--- src/rtl/uart_rx_pkg.sv ---
package uart_rx_pkg;

  localparam int unsigned RXQ_DATA_W = 8;

  typedef enum logic [1:0] {
    CSZ_5 = 2'd0,
    CSZ_6 = 2'd1,
    CSZ_7 = 2'd2,
    CSZ_8 = 2'd3
  } char_size_e;

  typedef struct packed {
    logic [RXQ_DATA_W-1:0] data;
    logic                  ferr;
    logic                  ovr;
  } rx_entry_t;

endpackage

--- src/rtl/rx_char_mask.sv ---
module rx_char_mask #(
  parameter int unsigned DATA_W = 8,
  parameter int unsigned MIN_W  = 5,
  parameter int unsigned SIZE_W = 2
) (
  input  logic [DATA_W-1:0] raw,
  input  logic [SIZE_W-1:0] size_code,
  output logic [DATA_W-1:0] masked
);

  for (genvar g = 0; g < DATA_W; g++) begin : g_bit
    if (g < MIN_W) begin : g_always
      assign masked[g] = raw[g];
    end else begin : g_sized
      assign masked[g] = raw[g] && (int'(size_code) > (g - int'(MIN_W)));
    end
  end

endmodule

--- src/rtl/rx_char_queue.sv ---
module rx_char_queue
  import uart_rx_pkg::*;
#(
  parameter int unsigned DEPTH = 2
) (
  input  logic      clk,
  input  logic      rst_n,
  input  logic      flush,
  input  logic      push,
  input  rx_entry_t push_entry,
  input  logic      pop_req,
  output rx_entry_t head_entry,
  output logic      not_empty
);

  localparam int unsigned PTR_W = (DEPTH > 1) ? $clog2(DEPTH) : 1;
  localparam int unsigned CNT_W = $clog2(DEPTH + 1);

  rx_entry_t        mem [DEPTH];
  logic [PTR_W-1:0] head;
  logic [CNT_W-1:0] count;
  logic             full;
  logic             pop_ok;
  logic             push_ok;
  logic             ovr_mark;
  logic [PTR_W-1:0] wr_idx;
  logic [PTR_W-1:0] newest_idx;
  logic [DEPTH-1:0] slot_wr;
  logic [DEPTH-1:0] slot_ovr;

  function automatic logic [PTR_W-1:0] wrap(input int unsigned v);
    return PTR_W'(v % DEPTH);
  endfunction

  assign full       = (count == CNT_W'(DEPTH));
  assign not_empty  = (count != '0);
  assign pop_ok     = pop_req && not_empty;
  assign push_ok    = push && (!full || pop_ok);
  assign ovr_mark   = push && full && !pop_ok;
  assign wr_idx     = wrap(int'(head) + int'(count));
  assign newest_idx = wrap(int'(head) + int'(count) + DEPTH - 1);
  assign head_entry = mem[head];

  for (genvar g = 0; g < DEPTH; g++) begin : g_slot
    assign slot_wr[g]  = !flush && push_ok  && (wr_idx == PTR_W'(g));
    assign slot_ovr[g] = !flush && ovr_mark && (newest_idx == PTR_W'(g));
  end

  always_ff @(posedge clk) begin
    if (!rst_n) begin
      for (int i = 0; i < DEPTH; i++) mem[i] <= '0;
    end else begin
      for (int i = 0; i < DEPTH; i++) begin
        if (slot_wr[i])       mem[i]     <= push_entry;
        else if (slot_ovr[i]) mem[i].ovr <= 1'b1;
      end
    end
  end

  always_ff @(posedge clk) begin
    if (!rst_n || flush) begin
      head  <= '0;
      count <= '0;
    end else begin
      if (pop_ok) head <= wrap(int'(head) + 1);
      count <= count + CNT_W'(push_ok) - CNT_W'(pop_ok);
    end
  end

  // occupancy never exceeds the depth
  p_count_bound_r1: assert property (@(posedge clk) disable iff (!rst_n)
    count <= CNT_W'(DEPTH));

  // a lone read removes one entry
  p_pop_advances_r1: assert property (@(posedge clk) disable iff (!rst_n)
    (pop_ok && !push && !flush) |=> (count == $past(count) - 1'b1));

  // disable empties the queue
  p_flush_empties_r3: assert property (@(posedge clk) disable iff (!rst_n)
    flush |=> !not_empty);

  // a dropped character leaves occupancy and head unchanged
  p_overrun_keeps_r6: assert property (@(posedge clk) disable iff (!rst_n)
    (ovr_mark && !flush) |=> (full && $stable(head) && head_entry.data == $past(head_entry.data)));

  // push with read keeps occupancy
  p_pushpop_hold_r7: assert property (@(posedge clk) disable iff (!rst_n)
    (push && pop_ok && !flush) |=> $stable(count));

endmodule

--- src/rtl/rx_status_pack.sv ---
module rx_status_pack
  import uart_rx_pkg::*;
(
  input  logic                  clk,
  input  logic                  rst_n,
  input  logic                  not_empty,
  input  rx_entry_t             head_entry,
  input  logic                  irq_en,
  output logic [RXQ_DATA_W-1:0] rd_data,
  output logic [7:0]            status_byte,
  output logic                  irq
);

  localparam int unsigned BIT_RXC = 7;
  localparam int unsigned BIT_FE  = 4;
  localparam int unsigned BIT_DOR = 3;

  always_comb begin
    status_byte          = '0;
    status_byte[BIT_RXC] = not_empty;
    status_byte[BIT_FE]  = not_empty && head_entry.ferr;
    status_byte[BIT_DOR] = not_empty && head_entry.ovr;
    rd_data              = not_empty ? head_entry.data : '0;
  end

  assign irq = status_byte[BIT_RXC] && irq_en;

  // an empty queue shows no data and no error status
  p_empty_quiet_r9: assert property (@(posedge clk) disable iff (!rst_n)
    !status_byte[BIT_RXC] |-> (rd_data == '0 && status_byte == '0));

  // interrupt request only with data present
  p_irq_needs_data_r8: assert property (@(posedge clk) disable iff (!rst_n)
    irq |-> (status_byte[BIT_RXC] && irq_en));

endmodule

--- src/rtl/uart_rx_fifo2.sv ---
module uart_rx_fifo2
  import uart_rx_pkg::*;
#(
  parameter int unsigned DEPTH = 2
) (
  input  logic       clk,
  input  logic       rst_n,
  input  logic       rx_en,
  input  logic [1:0] char_size,
  input  logic       in_valid,
  output logic       in_ready,
  input  logic [7:0] in_char,
  input  logic       in_stop,
  input  logic       host_rd,
  input  logic       irq_en,
  output logic [7:0] rd_data,
  output logic [7:0] status_byte,
  output logic       irq
);

  logic [RXQ_DATA_W-1:0] masked_char;
  rx_entry_t             push_entry;
  rx_entry_t             head_entry;
  logic                  not_empty;
  logic                  push;

  assign in_ready = rx_en;
  assign push     = in_valid && in_ready;

  rx_char_mask #(
    .DATA_W (RXQ_DATA_W),
    .MIN_W  (5),
    .SIZE_W (2)
  ) u_mask (
    .raw       (in_char),
    .size_code (char_size),
    .masked    (masked_char)
  );

  always_comb begin
    push_entry.data = masked_char;
    push_entry.ferr = !in_stop;
    push_entry.ovr  = 1'b0;
  end

  rx_char_queue #(
    .DEPTH (DEPTH)
  ) u_queue (
    .clk        (clk),
    .rst_n      (rst_n),
    .flush      (!rx_en),
    .push       (push),
    .push_entry (push_entry),
    .pop_req    (host_rd),
    .head_entry (head_entry),
    .not_empty  (not_empty)
  );

  rx_status_pack u_status (
    .clk         (clk),
    .rst_n       (rst_n),
    .not_empty   (not_empty),
    .head_entry  (head_entry),
    .irq_en      (irq_en),
    .rd_data     (rd_data),
    .status_byte (status_byte),
    .irq         (irq)
  );

  // frame-error status holds while no read and no new head
  p_fe_stable_r4: assert property (@(posedge clk) disable iff (!rst_n)
    (rx_en && !host_rd && status_byte[7]) |=> $stable(status_byte[4]));

  // bits above the chosen width never reach the data port
  p_mask_hold_r5: assert property (@(posedge clk) disable iff (!rst_n)
    (rx_en && in_valid && !status_byte[7] && char_size == 2'd0) |=> (rd_data[7:5] == 3'b000));

endmodule

--- config.mk ---
export PLATFORM = sky130hd
export DESIGN_NAME = uart_rx_fifo2
export DESIGN_NICKNAME = d
export VERILOG_FILES = /design/src/rtl/uart_rx_pkg.sv /design/src/rtl/rx_char_mask.sv /design/src/rtl/rx_char_queue.sv /design/src/rtl/rx_status_pack.sv /design/src/rtl/uart_rx_fifo2.sv
export SDC_FILE = /design/constraint.sdc
export NUM_CORES = 1
export LEC_CHECK = 0
export CAP_MARGIN = 15
export CORE_UTILIZATION = 35
export CTS_CLUSTER_DIAMETER = 50
export DETAILED_ROUTE_END_ITERATION = 12
export GPL_TIMING_DRIVEN = 0
export PLACE_DENSITY = 0.62
export SLEW_MARGIN = 40
export SYNTH_ARGS = -nofsm -noshare
export SYNTH_HDL_FRONTEND = slang
export SYNTH_SLANG_ARGS = --single-unit
--- constraint.sdc ---
create_clock -name clk -period 2.5 [get_ports clk]
set_clock_uncertainty 0.1 [all_clocks]
set_input_delay 0.5 -clock clk [delete_from_list [all_inputs] [get_ports clk]]
set_output_delay 0.5 -clock clk [all_outputs]
set_load 0.005 [all_outputs]
Word level (Yosys, flattened, before mapping)

Memory sizes are Yosys's and may differ from the RTL's. A register that Yosys moved wholly into a read port is not among the register bits.
Index checks and enable logic that the tools add are counted.

Flip-flop bits (word level): 3
Memory bits (writable): 20
Input port bits: 17
Output and inout bits: 18
Word-level logic and storage cells: 67
Memories: 1

Add/subtract/negate cells: 7
Magnitude comparators: 3
Equal/unequal tests: 1
Multiplexer cells: 22
Bitwise logic cells: 6
Reduce and logical (&&, ||, !) cells: 25

Memory list:

| memory      | words | bits a word | rd ports | clocked after Yosys merged registers in | write ports | line                | source |
|---|---|---|---|---|---|---|---|
| u_queue.mem | 2     | 10          | 1        | 1                                       | 2           | rx_char_queue.sv:19 | `rx_entry_t mem [DEPTH];` |

Operators with widths:

| cell                  | number |
|---|---|
| $mux W10              | 2 |
| $mux W1               | 19 |
| $logic_and A1 B1 Y1   | 17 |
| $mux W8               | 1 |
| $logic_not A1 Y1      | 5 |
| $gt A2 B1 Y1 const B  | 2 |
| $or A1 B1 Y1          | 4 |
| $add A1 B1 Y1         | 2 |
| $add A1 B1 Y1 const B | 2 |
| $add A2 B1 Y2         | 1 |
| $eq A2 B2 Y1 const B  | 1 |
| $gt A2 B2 Y1 const B  | 1 |
| $logic_or A1 B1 Y1    | 2 |
| $not A1 Y1            | 2 |
| $reduce_bool A2 Y1    | 1 |
| $sub A2 B1 Y2         | 1 |
| $sub A1 B1 Y1 const B | 1 |

Depth between registers and ports, before layout

Depth in word-level cells: 11
Mapped depth: 9
Depth with buffers taken out: 8

Hierarchy

From an unflattened synthesis, not the netlist that was laid out.

Cell total of the unflattened synthesis: 118
Area total of the unflattened synthesis: 1,331.3 um^2

By module, submodules not included:

| module         | times used | cells each | area an instance (um^2) | seq. area each (um^2) |
|---|---|---|---|---|
| rx_char_queue  | 1          | 86         | 1,118.6                 | 670.6 |
| rx_status_pack | 1          | 19         | 128.9                   | 0.0 |
| rx_char_mask   | 1          | 8          | 58.8                    | 0.0 |
| uart_rx_fifo2  | 1          | 5          | 25.0                    | 0.0 |

Worst setup path before layout

Ideal clock, no wire load.

Path type: input port to flip-flop
Start point: input rx_en
End point: memory u_queue.mem[0][1] (netlist bit), enable pin
Library setup time: 0.387 ns
Data arrival time: 1.512 ns
Data required time: 2.013 ns
Path slack: 0.501 ns
Stages: 3
Path through: and2_2 > o21ai_0 > o21ai_0

RTL lines:

| what            | line                | source |
|---|---|---|
| start, declared | uart_rx_fifo2.sv:8  | `input logic rx_en,` |
| end, declared   | rx_char_queue.sv:19 |  |

Worst setup path after layout

Start point: register u_queue.count[0]
End point: output status_byte[7]

Cells in the longest elaborated chain, start to end: 1

Ends and longest elaborated chain:

| what                   | line                | source |
|---|---|---|
| start, declared        | rx_char_queue.sv:21 | `logic [CNT_W-1:0] count;` |
| start signal, assigned | rx_char_queue.sv:66 | `count <= count + CNT_W'(push_ok) - CNT_W'(pop_ok);` |
| $reduce_bool A2 Y1     | rx_char_queue.sv:36 | `assign not_empty = (count != '0);` |
| end, declared          | uart_rx_fifo2.sv:17 | `output logic [7:0] status_byte,` |

No other way between the ends.

==> Flow_metrics.wiki <==
{| class="wikitable"
! Metric !! Value
|-
| Accumulated negative setup slack || 0 ps
|-
| Areal power density over the cells || 464.7 mW/mm^2
|-
| Final Cycle Share || 94.44%
|-
| Leakage power || 0.6357 nW
|-
| Storage element area || around 670 um^2
|-
| Yosys reg bits || 24
|-
| Core footprint || around 0.0033 mm^2
|-
| Post-detailed-route DRC marker count || 0
|-
| Number of flops mapped to enable cells by yosys || 19
|-
| Number of diodes added for antenna fixing || 0
|-
| Post-synthesis average cell area || 11.90 um^2
|-
| Via count of the first global-routing pass || between 700 and 800
|-
| Post-detailed-route count of antenna-violating nets || 0
|-
| Post-synth ARST share || 0%
|-
| Growth of design area from synthesis to finish || 32.58%
|-
| Setup Crit Path Kind || reg -> out
|-
| Commonest cells after routing, fill and taps aside || sky130_fd_sc_hd__clkdlybuf4s50_1 (28), sky130_fd_sc_hd__edfxtp_1 (19), sky130_fd_sc_hd__mux2i_1 (10), sky130_fd_sc_hd__nor2_1 (10), sky130_fd_sc_hd__buf_4 (9)
|-
| Unrepaired setup endpoints after global routing || false
|-
| Synth unique cells || 31
|-
| Routability cong. || about 0.76
|-
| Number of standard cells in the layout, taps in and fillers out || approximately 180
|-
| Number of H-tree branching levels || 1
|-
| Min cycle time layout || around 2400 ps
|-
| Port bufs || 28
|-
| Horizontal die dimension || between 60 and 70 um
|-
| Y dimension of the die || a little over 60 um
|-
| Count of final hold-check violations || 0
|-
| Share of post-route cells with drive strength above 1 || roughly 16%
|-
| Starting density of the core || around 36%
|-
| Slew at the pin closest to its max-slew limit || 515.6 ps
|-
| Initial antenna violation count || 0
|-
| Number of clock sinks seen by CTS || 24
|-
| Final count of negative-setup-slack endpoints || 0
|-
| CTS tree || built
|-
| Total half-perimeter wirelength after legalization and detailed placement || 1.604 mm
|-
| Area used by multi-input combinational logic || ~470 um^2
|-
| Area of the die || between 0.003 and 0.004 mm^2
|-
| Post-synthesis sequential area ratio || 55.26%
|-
| Crit path arrival time || roughly 1800 ps
|-
| Bufs on Longest Clock Path || 2
|-
| Nets || 158
|-
| Kind of start point of the critical path || flip-flop
|-
| Class of the tightest hold or removal check || reg -> reg
|-
| Clk root buf || sky130_fd_sc_hd__clkbuf_4
|-
| Pin count of the biggest net entering global routing || 14
|-
| Final number of max-transition violations || 0
|-
| Timing-limited maximum frequency || roughly 420 MHz
|-
| Commonest non-fill, non-tap cell in the layout || sky130_fd_sc_hd__clkdlybuf4s50_1
|-
| CTS hold repair buffers || 0
|-
| Max-Cap Viols || 0
|-
| Number of iterations in the first detailed-routing pass || 4
|-
| Number of buffers created by CTS || 3
|-
| Gate count after technology mapping || slightly above 100
|-
| Number of top-level design ports || 35
|-
| Wire length of the first global-routing pass || 3.256 mm
|-
| Worst skew pair latency || 300 ps
|-
| Relative slew margins || between 60% and 70%
|-
| Data required, critical path || 1900 ps
|-
| DR WL/cell || about 12 um
|-
| Critical Path End Type || primary output
|-
| FP Rows || 21
|-
| Layout fillers || 337
|-
| Cell area after technology mapping || around 0.0012 mm^2
|-
| Largest vdd supply drop || between 0.3 and 0.4 mV
|-
| Count of warnings emitted by yosys || 0
|-
| Run status || completed
|-
| Dominant register cell in the synthesized netlist || sky130_fd_sc_hd__edfxtp_1
|-
| Iteration-0 DRC count of the detailed router || 26
|-
| Crit path max fanout || 10
|-
| Routed via count divided by cell count || approximately 4.6
|-
| Clock transition at the register clock pins on the worst setup and hold paths after CTS || ~120 ps
|-
| DP Cell Count || 180
|-
| Vias after detailed routing || around 840
|-
| Overflow left after global routing || 0
|-
| Total wirelength of the detailed-routed design || between 2 and 2.5 mm
|-
| Aggregate global-route resource usage || 12.30%
|}
[layer usage]
layer	GRT usage (%)	part of all wire (%)
met1	14.78	46
met5	0	0
met3	3.838	3.5
met4	1.948	0.46
met2	21.98	50
[synth_stat cells, types with 2 or more instances]
library cell | n | share of area, %
sky130_fd_sc_hd__buf_4 | 9 | 5.6
sky130_fd_sc_hd__ha_1 | 2 | 2.1
sky130_fd_sc_hd__dfxtp_1 | 5 | 8.2
sky130_fd_sc_hd__nand2_1 | 2 | 0.62
sky130_fd_sc_hd__and2_1 | 5 | 2.6
sky130_fd_sc_hd__xnor2_1 | 4 | 2.9
sky130_fd_sc_hd__edfxtp_1 | 19 | 47
sky130_fd_sc_hd__mux2i_1 | 10 | 8.2
sky130_fd_sc_hd__nor2_1 | 11 | 3.4
sky130_fd_sc_hd__buf_2 | 2 | 0.82
sky130_fd_sc_hd__o31ai_1 | 2 | 1.2
sky130_fd_sc_hd__and3_1 | 5 | 2.6
sky130_fd_sc_hd__o21ai_0 | 3 | 1.2
sky130_fd_sc_hd__inv_1 | 5 | 1.5
sky130_fd_sc_hd__nor2b_1 | 2 | 1.0
[power breakdown]
part           switching [mW]  internal, mW
registers             0.00678         0.453
clock network           0.108        0.0582
logic                  0.0535        0.0687
total                   0.168         0.580
[stage by stage]
stage                     hold WS (ps)  worst slack (ps)  total power [mW]  area, um^2  util, %
after floorplan                  364.6             500.5            0.5306        1229        -
after global placement           383.0            -517.7            0.5839        1567    46.94
after detailed placement         392.7            -207.9            0.5885        1570    47.06
after CTS                        410.3             28.37            0.7541        1599    47.92
after global routing             428.0             4.378            0.7852        1609    48.22
final                            405.3             139.0            0.7477        1609    48.22
[area by class of cell]
| type | instances | area share (%) |
|---|---|---|
| multi-input combinational | 65 | 29.08 |
| timing repair buffer | 28 | 17.42 |
| buffer | 12 | 5.443 |
| clock buffer | 3 | 1.400 |
| tap | 46 | 3.577 |
| inverter | 5 | 1.166 |
| sequential | 24 | 41.68 |
| clock inverter | 1 | 0.2333 |
[what timing repair did]
| action | 4_1_cts | 5_1_grt |
|---|---|---|
| endpoints found under the setup margin | 1 | 2 |
| setup buffers | 0 | 0 |
| resized for setup | 1 | 2 |
[final timing paths]
kind                                                   from                     endpoint  slack [ps]  cells past startpoint
worst max-delay path            u_queue.count[0]$_SDFF_PP0_               status_byte[7]         140                      6
worst min-delay path              u_queue.mem[1][0]$_DFF_P_    u_queue.mem[1][0]$_DFF_P_         410                      2
worst max register to register  u_queue.count[1]$_SDFF_PP0_  u_queue.count[1]$_SDFF_PP0_         510                      7
worst min register to register    u_queue.mem[1][0]$_DFF_P_    u_queue.mem[1][0]$_DFF_P_         410                      2
[worst max-delay path: stages (launching register included)]
cell,delay [ps]
sky130_fd_sc_hd__dfxtp_1,340
sky130_fd_sc_hd__buf_4,170
sky130_fd_sc_hd__nor2_2,190
sky130_fd_sc_hd__buf_6,170
sky130_fd_sc_hd__inv_1,40
sky130_fd_sc_hd__buf_4,120
sky130_fd_sc_hd__clkdlybuf4s50_1,430
[sequential cells by signal, indices dropped and copies added, names as in the netlist, named ones only]
register	flops
u_queue.head	1
u_queue.count	2
u_queue.mem	20
[kinds of logic (layout without fill, tap and decap cells)]
group / Yosys count / after routing / share of synthesized area [%]
muxes: 10 / 10 / 8.248
and+or+nand+nor: 32 / 32 / 14.85
other: 1 / 5 / 0.3090
xor gates and xnor gates: 5 / 5 / 3.608
AOI/OAI and AO/OA: 11 / 11 / 7.422
buffers and inverters: 17 / 49 / 8.247
adders and majority gates: 2 / 2 / 2.062
DFF: 24 / 24 / 55.26
(Power assumes the default switching activity.)
